### src/rtl/edge_irq_bank.sv
module edge_irq_bank #(
  parameter int NSRC = 4,
  parameter int DW = 8,
  parameter int AW = 8,
  parameter logic [DW-1:0] EN_DEFAULT = 8'h07,
  parameter logic [AW-1:0] RISE_BASE = 8'h0D,
  parameter logic [AW-1:0] FALL_BASE = 8'h10,
  parameter logic [AW-1:0] STAT_ADDR = 8'h13,
  parameter logic [AW-1:0] LAT_BASE = 8'h14
) (
  input  logic          clk,
  input  logic          rst_n,
  input  logic [NSRC-1:0] src_in,
  input  logic          reg_we,
  input  logic [AW-1:0] reg_addr,
  input  logic [DW-1:0] reg_wdata,
  output logic [DW-1:0] reg_rdata,
  output logic          irq,
  output logic          rpt_stb
);

  localparam logic [DW-1:0] SRC_MASK = {{(DW-NSRC){1'b0}}, {NSRC{1'b1}}};
  localparam logic [AW-1:0] RISE_SET = RISE_BASE + 1'b1;
  localparam logic [AW-1:0] RISE_CLR = RISE_BASE + 2'd2;
  localparam logic [AW-1:0] FALL_SET = FALL_BASE + 1'b1;
  localparam logic [AW-1:0] FALL_CLR = FALL_BASE + 2'd2;
  localparam logic [AW-1:0] LAT_CLR  = LAT_BASE + 2'd2;

  logic [NSRC-1:0] sync1, sync2, prev;
  logic [DW-1:0] rise_en, fall_en, latch_q;
  logic [DW-1:0] lvl, old, wd, ev, clr_mask;

  assign lvl = {{(DW-NSRC){1'b0}}, sync2};
  assign old = {{(DW-NSRC){1'b0}}, prev};
  assign wd  = reg_wdata & SRC_MASK;
  assign ev  = (lvl & ~old & rise_en) | (~lvl & old & fall_en);
  assign clr_mask = (reg_we && reg_addr == LAT_CLR) ? wd : '0;
  assign irq = |latch_q;

  always_ff @(posedge clk or negedge rst_n) begin
    if (!rst_n) begin
      sync1 <= '0;
      sync2 <= '0;
      prev  <= '0;
    end else begin
      sync1 <= src_in;
      sync2 <= sync1;
      prev  <= sync2;
    end
  end

  always_ff @(posedge clk or negedge rst_n) begin
    if (!rst_n) begin
      rise_en <= EN_DEFAULT & SRC_MASK;
      fall_en <= EN_DEFAULT & SRC_MASK;
    end else if (reg_we) begin
      case (reg_addr)
        RISE_BASE: rise_en <= wd;
        RISE_SET:  rise_en <= rise_en | wd;
        RISE_CLR:  rise_en <= rise_en & ~wd;
        FALL_BASE: fall_en <= wd;
        FALL_SET:  fall_en <= fall_en | wd;
        FALL_CLR:  fall_en <= fall_en & ~wd;
        default: ;
      endcase
    end
  end

  always_ff @(posedge clk or negedge rst_n) begin
    if (!rst_n) begin
      latch_q <= '0;
      rpt_stb <= 1'b0;
    end else begin
      latch_q <= (latch_q & ~clr_mask) | ev;
      rpt_stb <= |ev;
    end
  end

  always_comb begin
    case (reg_addr)
      RISE_BASE, RISE_SET, RISE_CLR: reg_rdata = rise_en;
      FALL_BASE, FALL_SET, FALL_CLR: reg_rdata = fall_en;
      STAT_ADDR:                     reg_rdata = lvl;
      LAT_BASE, LAT_BASE + 1'b1, LAT_CLR: reg_rdata = latch_q;
      default:                       reg_rdata = '0;
    endcase
  end


  latch_set_chk: assert property (@(posedge clk) disable iff (!rst_n)
    (|(latch_q & ~$past(latch_q))) |-> rpt_stb);


  latch_clear_chk: assert property (@(posedge clk) disable iff (!rst_n)
    (|($past(latch_q) & ~latch_q)) |-> $past(reg_we && reg_addr == LAT_CLR));


  stb_irq_chk: assert property (@(posedge clk) disable iff (!rst_n)
    rpt_stb |-> irq);


  stb_enable_chk: assert property (@(posedge clk) disable iff (!rst_n)
    rpt_stb |-> |($past(rise_en) | $past(fall_en)));


  rise_set_chk: assert property (@(posedge clk) disable iff (!rst_n)
    (reg_we && reg_addr == RISE_SET) |=>
      ((rise_en & $past(wd)) == $past(wd)));

endmodule

### config.mk
export PLATFORM = sky130hd
export DESIGN_NAME = edge_irq_bank
export DESIGN_NICKNAME = d
export VERILOG_FILES = /design/src/rtl/edge_irq_bank.sv
export SDC_FILE = /design/constraint.sdc
export NUM_CORES = 1
export LEC_CHECK = 0
export BUFFER_PORTS_ARGS = -buffer_cell sky130_fd_sc_hd__buf_4
export CORE_MARGIN = 2
export CORE_UTILIZATION = 39
export DETAILED_ROUTE_END_ITERATION = 16
export PLACE_DENSITY = 0.66
export SETUP_SLACK_MARGIN = 0.5
export SLEW_MARGIN = 20
export SYNTH_ARGS = -nofsm -noshare
export SYNTH_HDL_FRONTEND = slang
export SYNTH_SLANG_ARGS = --single-unit
export TNS_END_PERCENT = 20
### constraint.sdc
create_clock -name clk -period 1.5 [get_ports clk]
set_input_delay 0.15 -clock clk [delete_from_list [all_inputs] [get_ports clk]]
set_output_delay 0.15 -clock clk [all_outputs]
set_load 0.01 [all_outputs]
==> results of run 1 <==
-- through the flow --
| stage | setup TNS, ns | cells | total power [W] | hold slack (ns) | setup WS, ns |
|---|---|---|---|---|---|
| floorplan | 0 | 125 | 0.0008494 | -0.1456 | 0.3572 |
| detailed placement | 0 | 188 | 0.0009355 | 0.07070 | 0.03655 |
| CTS | -0.2165 | 199 | 0.001273 | 0.07929 | -0.07400 |
| global placement | 0 | 188 | 0.0009283 | 0.06484 | 0.05069 |
| global route | -0.5481 | 200 | 0.001339 | 0.07751 | -0.1301 |
| finish | -0.1857 | 200 | 0.001274 | 0.09003 | -0.08452 |
-- flip-flops by register name, summed over array words and instances, names as in the netlist --
register,flops
sync2,4
fall_en,4
rise_en,4
sync1,4
prev,4
latch_q,4
rpt_stb,1
-- timing repair --
action,in CTS,in global routing
endpoints found under the setup margin,8,14
pin swaps,6,17
endpoints found under the hold margin,29,0
buffers inserted,2,1
resized for setup,8,12
hold buffers,5,0
-- worst reg2reg max path, stage by stage (launching register included) --
cell	delay [ns]
dfrtp_1	0.44
nand3b_1	0.11
o21ai_2	0.08
or4_1	0.53
-- power groups by stage --
stage / sequential (W) / combinational (W) / clock, W
floorplan: 0.000739 / 0.000111 / 0
global placement: 0.000743 / 0.000186 / 0
detailed placement: 0.000744 / 0.000191 / 0
CTS: 0.000734 / 0.000208 / 0.000331
global route: 0.000737 / 0.000239 / 0.000362
finish: 0.000734 / 0.000219 / 0.000321
-- how the worst min path moves through the flow --
stage / end / slack, ns / cells after the start
after floorplan: fall_en[3] / -0.15 / 0
after global placement: sync2[1] / 0.06 / 1
after detailed placement: sync2[1] / 0.07 / 1
after CTS: rise_en[1] / 0.08 / 3
after global routing: fall_en[1] / 0.08 / 2
final: rise_en[1] / 0.09 / 3
-- cells in the final DEF (no fill, tap or decap), drive strengths merged, types with 3 or more instances in the layout --
cell	netlist	routed
conb	1	4
clkbuf	1	3
dfstp	6	6
mux2i	4	4
nand3	8	8
nand4	8	8
o21ai	10	10
and3b	5	5
nand2	6	6
nand2b	6	6
buf	9	30
dlygate4sd3	0	5
nand4b	5	5
a41oi	4	4
a21o	4	4
a22o	8	8
dfrtp	19	19
-- routing by layer --
layer,global-route usage,vias up,routed length [microns]
met5,0,-,0
met4,0.05833,0,43
met3,0.02883,4,169
met2,0.2796,33,1544
met1,0.2047,569,1388
li1,-,530,-
-- logic make-up (layout without fill, tap and decap cells) --
| group | Yosys count | count (layout) | share of synthesized area |
|---|---|---|---|
| and+or+nand+nor | 54 | 54 | 0.2982 |
| AOI/OAI and AO/OA | 28 | 28 | 0.1473 |
| buffers and inverters | 10 | 39 | 0.05032 |
| other | 1 | 4 | 0.002793 |
| DFF | 25 | 25 | 0.4716 |
| muxes | 4 | 4 | 0.02982 |
-- layout make-up --
| type | instances | area, sq um |
|---|---|---|
| fillers | 334 | 1578 |
| well taps | 46 | 57.56 |
| repair buffers | 35 | 309.0 |
| multi-input cells | 90 | 703.2 |
| clock buffers | 3 | 22.52 |
| clock inverters | 1 | 7.507 |
| flip-flops and latches | 25 | 633.1 |
==> impl_metrics.env, run 1 <==
export IMPL_r2r_cells=3
export IMPL_rr_endpoint="rpt_stb"
export IMPL_min_period_ns=1.585
export IMPL_syn_area_sq_um=1343
export IMPL_r2r_slack_ns=0.23
export IMPL_cts_root_buf="clkbuf_4"
export IMPL_comb_power_share=0.172
export IMPL_power_frac_seq=0.576
export IMPL_synth_top_cell_by_area="dfrtp_1"
export IMPL_path_class="register to output port"
export IMPL_synth_distinct_cells=31
export IMPL_drv_slew=0
export IMPL_cts_buffers=3
export IMPL_max_slew_margin=0.6452
export IMPL_hp_class="input port to register"
export IMPL_synth_edf_count=0
export IMPL_ant_nets=0
export IMPL_io_pins=33
export IMPL_worst_path_stages=2
export IMPL_cp_num_buf_inv=1
export IMPL_power_density_nw_per_um2=735.2
export IMPL_yosysTopAreaCellShare=0.3541
export IMPL_setup_viol=4
export IMPL_htree_levels=1
export IMPL_max_freq_mhz=631.1
export IMPL_nets=178
export IMPL_status="finished with violations"
export IMPL_grtUsageTotal=0.1625
export IMPL_die_h_microns=62.67
export IMPL_portBuffers=24
export IMPL_cts_max_path_buffers=2
export IMPL_p_int_w=0.0009209
export IMPL_drtIter0Drc=57
export IMPL_p_clk_frac=0.252
export IMPL_synthArstFlopShare=1.000
export IMPL_overflow=0
export IMPL_min_from="reg_wdata[1]"
export IMPL_via_per_inst=5.680
export IMPL_start_kind="register"
export IMPL_cp_arrival_ns=1.43
export IMPL_leakage_nw=0.6795
export IMPL_worst_slack_ns=-0.08452
export IMPL_area_growth_pct=29.08
export IMPL_start_util=0.4055
export IMPL_dieArea_sq_um=3928
export IMPL_fin_util=0.5234
export IMPL_cp_startpoint="latch_q[1]"
export IMPL_crit_required_ns=1.35
export IMPL_cp_end_kind="output port"
export IMPL_die_w_microns=62.67
export IMPL_finalCritPeriodShare=1.056
export IMPL_crit_end="irq"
export IMPL_clk_pin_slew_ns=0.15
export IMPL_gp_congestion=0.7156
export IMPL_clock_sinks=25
export IMPL_clk_latency_ns=0.33
export IMPL_synth_avg_cell_area_sq_um=11.00
export IMPL_fin_skew_ns=0.007270
export IMPL_switching_share=0.2772
export IMPL_cp_slowest_cell="or4_4"
export IMPL_antenna_cells=0
export IMPL_slowest_delay_ns=0.54
export IMPL_tightest_slew_ns=0.5300
export IMPL_ir_worst_vdd_mv=0.5659
export IMPL_fp_coreArea_sq_um=3311
export IMPL_dominantRegCellSynth="dfrtp_1"
export IMPL_path_cells="or4_4 > buf_6"
export IMPL_drv_cap=0
export IMPL_synthTopCellsByArea="dfrtp_1 35%, dfstp_2 12%, a22o_1 5.2%, nand4_1 3.7%, o21ai_0 3.7%"
export IMPL_hold_viol_final=0
export IMPL_antenna_found_initial=0
export IMPL_placed_cell_area_sq_um=1553
export IMPL_cp_max_fo=2
export IMPL_wire_per_inst_microns=15.73
export IMPL_synthCells=122
export IMPL_ys_seq_area_frac=0.4716
export IMPL_crit_family="simple AND/OR/NAND/NOR gates"
export IMPL_drive_gt1_frac=0.3442
export IMPL_wl_microns=3146
export IMPL_reg2reg_from="sync2[1]"
export IMPL_yosysMostFrequentCell="dfrtp_1"
export IMPL_via_count=1136
export IMPL_synthTopCellsByCount="19 x dfrtp_1, 10 x o21ai_0, 8 x a22o_1, 8 x nand3_1, 8 x nand4_1"
export IMPL_drtPass1Iterations=4
export IMPL_grt_pass1_wl_microns=5050
export IMPL_std_cell_rows=21
export IMPL_grt_pass1_vias=1032
export IMPL_final_cell_area_sq_um=1733
export IMPL_ys_ff_latch=25
export IMPL_dp_hpwl_microns=2160
export IMPL_rsz0062_at_grt="true"
export IMPL_grt_max_degree=26
export IMPL_violations="negative setup slack"
export IMPL_drc_errors=0
export IMPL_synth_warnings=0
export IMPL_p_switching_w=0.0003532
export IMPL_cts_tree="yes"
Note: power is estimated with default switching activity, not from simulation.
==> inputs of run 2 (changes only) <==
==> constraint.sdc (replaced) <==
create_clock -name clk -period 1.8 [get_ports clk]
set_input_delay 0.18 -clock clk [delete_from_list [all_inputs] [get_ports clk]]
set_output_delay 0.18 -clock clk [all_outputs]
set_load 0.01 [all_outputs]
==> run 2 against run 1 <==
  * The run now ends clean
  * Cell area decreased by 4.6%
  * Hold slack improved by 0.031 ns
  * Combinational power decreased by 20%
  * Flip-flop and latch count unchanged
  * Core utilization decreased by 2.4 points
  * Worst setup slack improved by 0.29 ns
  * Wire length increased by 3.1%
==> impl_metrics.env, run 2 (same netlist as run 1, synthesis figures left out) <==
export IMPL_status="finished, final reports clean"
export IMPL_final_setup_tns_ns=0
export IMPL_grtUsageTotal=0.1742
export IMPL_clk_latency_ns=0.32
export IMPL_switching_share=0.2575
export IMPL_io_pins=33
export IMPL_finalCritPeriodShare=0.8878
export IMPL_leakage_nw=0.6603
export IMPL_grt_max_degree=26
export IMPL_layout_commonest_cell="buf_4"
export IMPL_hold_viol_final=0
export IMPL_power_w=0.001027
export IMPL_path_class="register to output port"
export IMPL_worst_slack_ns=0.2020
export IMPL_final_cell_mix="26 x buf_4, 19 x dfrtp_1, 8 x a22o_1, 8 x nand4_1, 8 x nand3_1"
export IMPL_slowest_delay_ns=0.54
export IMPL_cts_max_path_buffers=2
export IMPL_crit_required_ns=1.62
export IMPL_p_clk_frac=0.235
export IMPL_dr_wl_met2_microns=1744
export IMPL_antenna_cells=0
export IMPL_comb_power_share=0.170
export IMPL_nets=177
export IMPL_std_cell_rows=21
export IMPL_ant_nets=0
export IMPL_grt_pass1_wl_microns=5533
export IMPL_max_freq_mhz=625.8
export IMPL_drc_errors=0
export IMPL_antenna_found_initial=0
export IMPL_dp_hpwl_microns=2352
export IMPL_top_layer_used="met4"
export IMPL_cts_buffers=3
export IMPL_cp_end_kind="output port"
export IMPL_start_util=0.4055
export IMPL_path_cells="or4_4 > buf_6"
export IMPL_wire_per_inst_microns=16.29
export IMPL_area_growth_pct=23.11
export IMPL_drive_gt1_frac=0.2941
export IMPL_htree_levels=1
export IMPL_ir_worst_vdd_mv=0.4695
export IMPL_fin_skew_ns=0.01311
export IMPL_via_per_inst=5.854
export IMPL_drtIter0Drc=52
export IMPL_via_count=1165
export IMPL_setup_viol=0
export IMPL_start_kind="register"
export IMPL_rsz0062_at_grt="true"
export IMPL_wl_microns=3242
export IMPL_die_w_microns=62.67
export IMPL_min_period_ns=1.598
export IMPL_pre_cts_ws_ns=0.2423
export IMPL_fp_coreArea_sq_um=3311
export IMPL_cp_max_fo=2
export IMPL_overflow=0
export IMPL_drv_slew=0
export IMPL_drt_met1_wl_microns=1323
export IMPL_power_density_nw_per_um2=621.5
export IMPL_hp_class="input port to register"
export IMPL_p_switching_w=0.0002645
export IMPL_drtPass1Iterations=4
export IMPL_p_int_w=0.0007627
export IMPL_grt_pass1_vias=1209
export IMPL_die_h_microns=62.67
export IMPL_clock_sinks=25
export IMPL_clk_pin_slew_ns=0.13
export IMPL_portBuffers=24
export IMPL_cts_root_buf="clkbuf_4"
export IMPL_gp_congestion=0.7607
export IMPL_met3_length_microns=152
export IMPL_cts_tree="yes"
export IMPL_dieArea_sq_um=3928
export IMPL_drv_cap=0
export IMPL_power_frac_seq=0.595
export IMPL_cp_slowest_cell="or4_4"
export IMPL_cp_arrival_ns=1.42
[run 2: cell types whose count changed in the layout (fill, tap and decap cells not counted), sizes merged]
cell,before,now
buf,30,29
clkinvlp,1,0
clkbuf,3,4
[run 2: area by class of cell]
type	instances	area, sq um
repair buffers	34	279.0
well taps	46	57.56
multi-input cells	90	656.9
clock buffers	4	26.28
fillers	318	1658
flip-flops and latches	25	633.1
[run 2: worst paths after layout]
| path | startpoint | end | slack, ns | depth (start not counted) |
|---|---|---|---|---|
| min | reg_wdata[2] | rise_en[2] | 0.12 | 3 |
| max | latch_q[1] | irq | 0.20 | 2 |
| min in group asynchronous | rst_n | prev[2] | 0.28 | 2 |
| max in group asynchronous | rst_n | fall_en[0] | 1.22 | 2 |
| max reg2reg | sync2[1] | rpt_stb | 0.50 | 3 |
| min reg2reg | sync1[2] | sync2[2] | 0.35 | 0 |
[run 2: power groups by stage]
stage / sequential (W) / clock, W / combinational, W
6_report: 0.000611 / 0.000241 / 0.000175
5_1_grt: 0.000614 / 0.000281 / 0.000190
4_1_cts: 0.000611 / 0.000254 / 0.000173
3_5_place_dp: 0.000621 / 0 / 0.000160
3_3_place_gp: 0.000619 / 0 / 0.000152
2_1_floorplan: 0.000615 / 0 / 0.0000897
[run 2: stage by stage]
step                cells  utilization  cell area, sq um  hold WS, ns
floorplan             125            -              1354      -0.1156
global placement      187       0.4649              1539      0.09181
detailed placement    187       0.4649              1539      0.09727
CTS                   198       0.4947              1638       0.1174
global route          199       0.4992              1653       0.1061
finish                199       0.4992              1653       0.1211
[run 2: per-layer routing]
metal / global-route usage / vias up
met5: 0 / -
met4: 0.03056 / 0
met3: 0.03784 / 4
met2: 0.3266 / 34
met1: 0.2051 / 603
li1: - / 524
[run 2: critical path, delay by kind of cell (launching register included)]
family                 cells  cell delay (ns)
buffers and inverters      1             0.14
and+or+nand+nor            1             0.54
DFF                        1             0.42
[run 2: what timing repair did]
item / in CTS / in global routing
resized for setup: 4 / 3
endpoints found under the hold margin: 23 / 0
buffers inserted: 2 / 1
pin swaps: 1 / 1
setup endpoints to repair: 6 / 6
hold buffers: 5 / 0
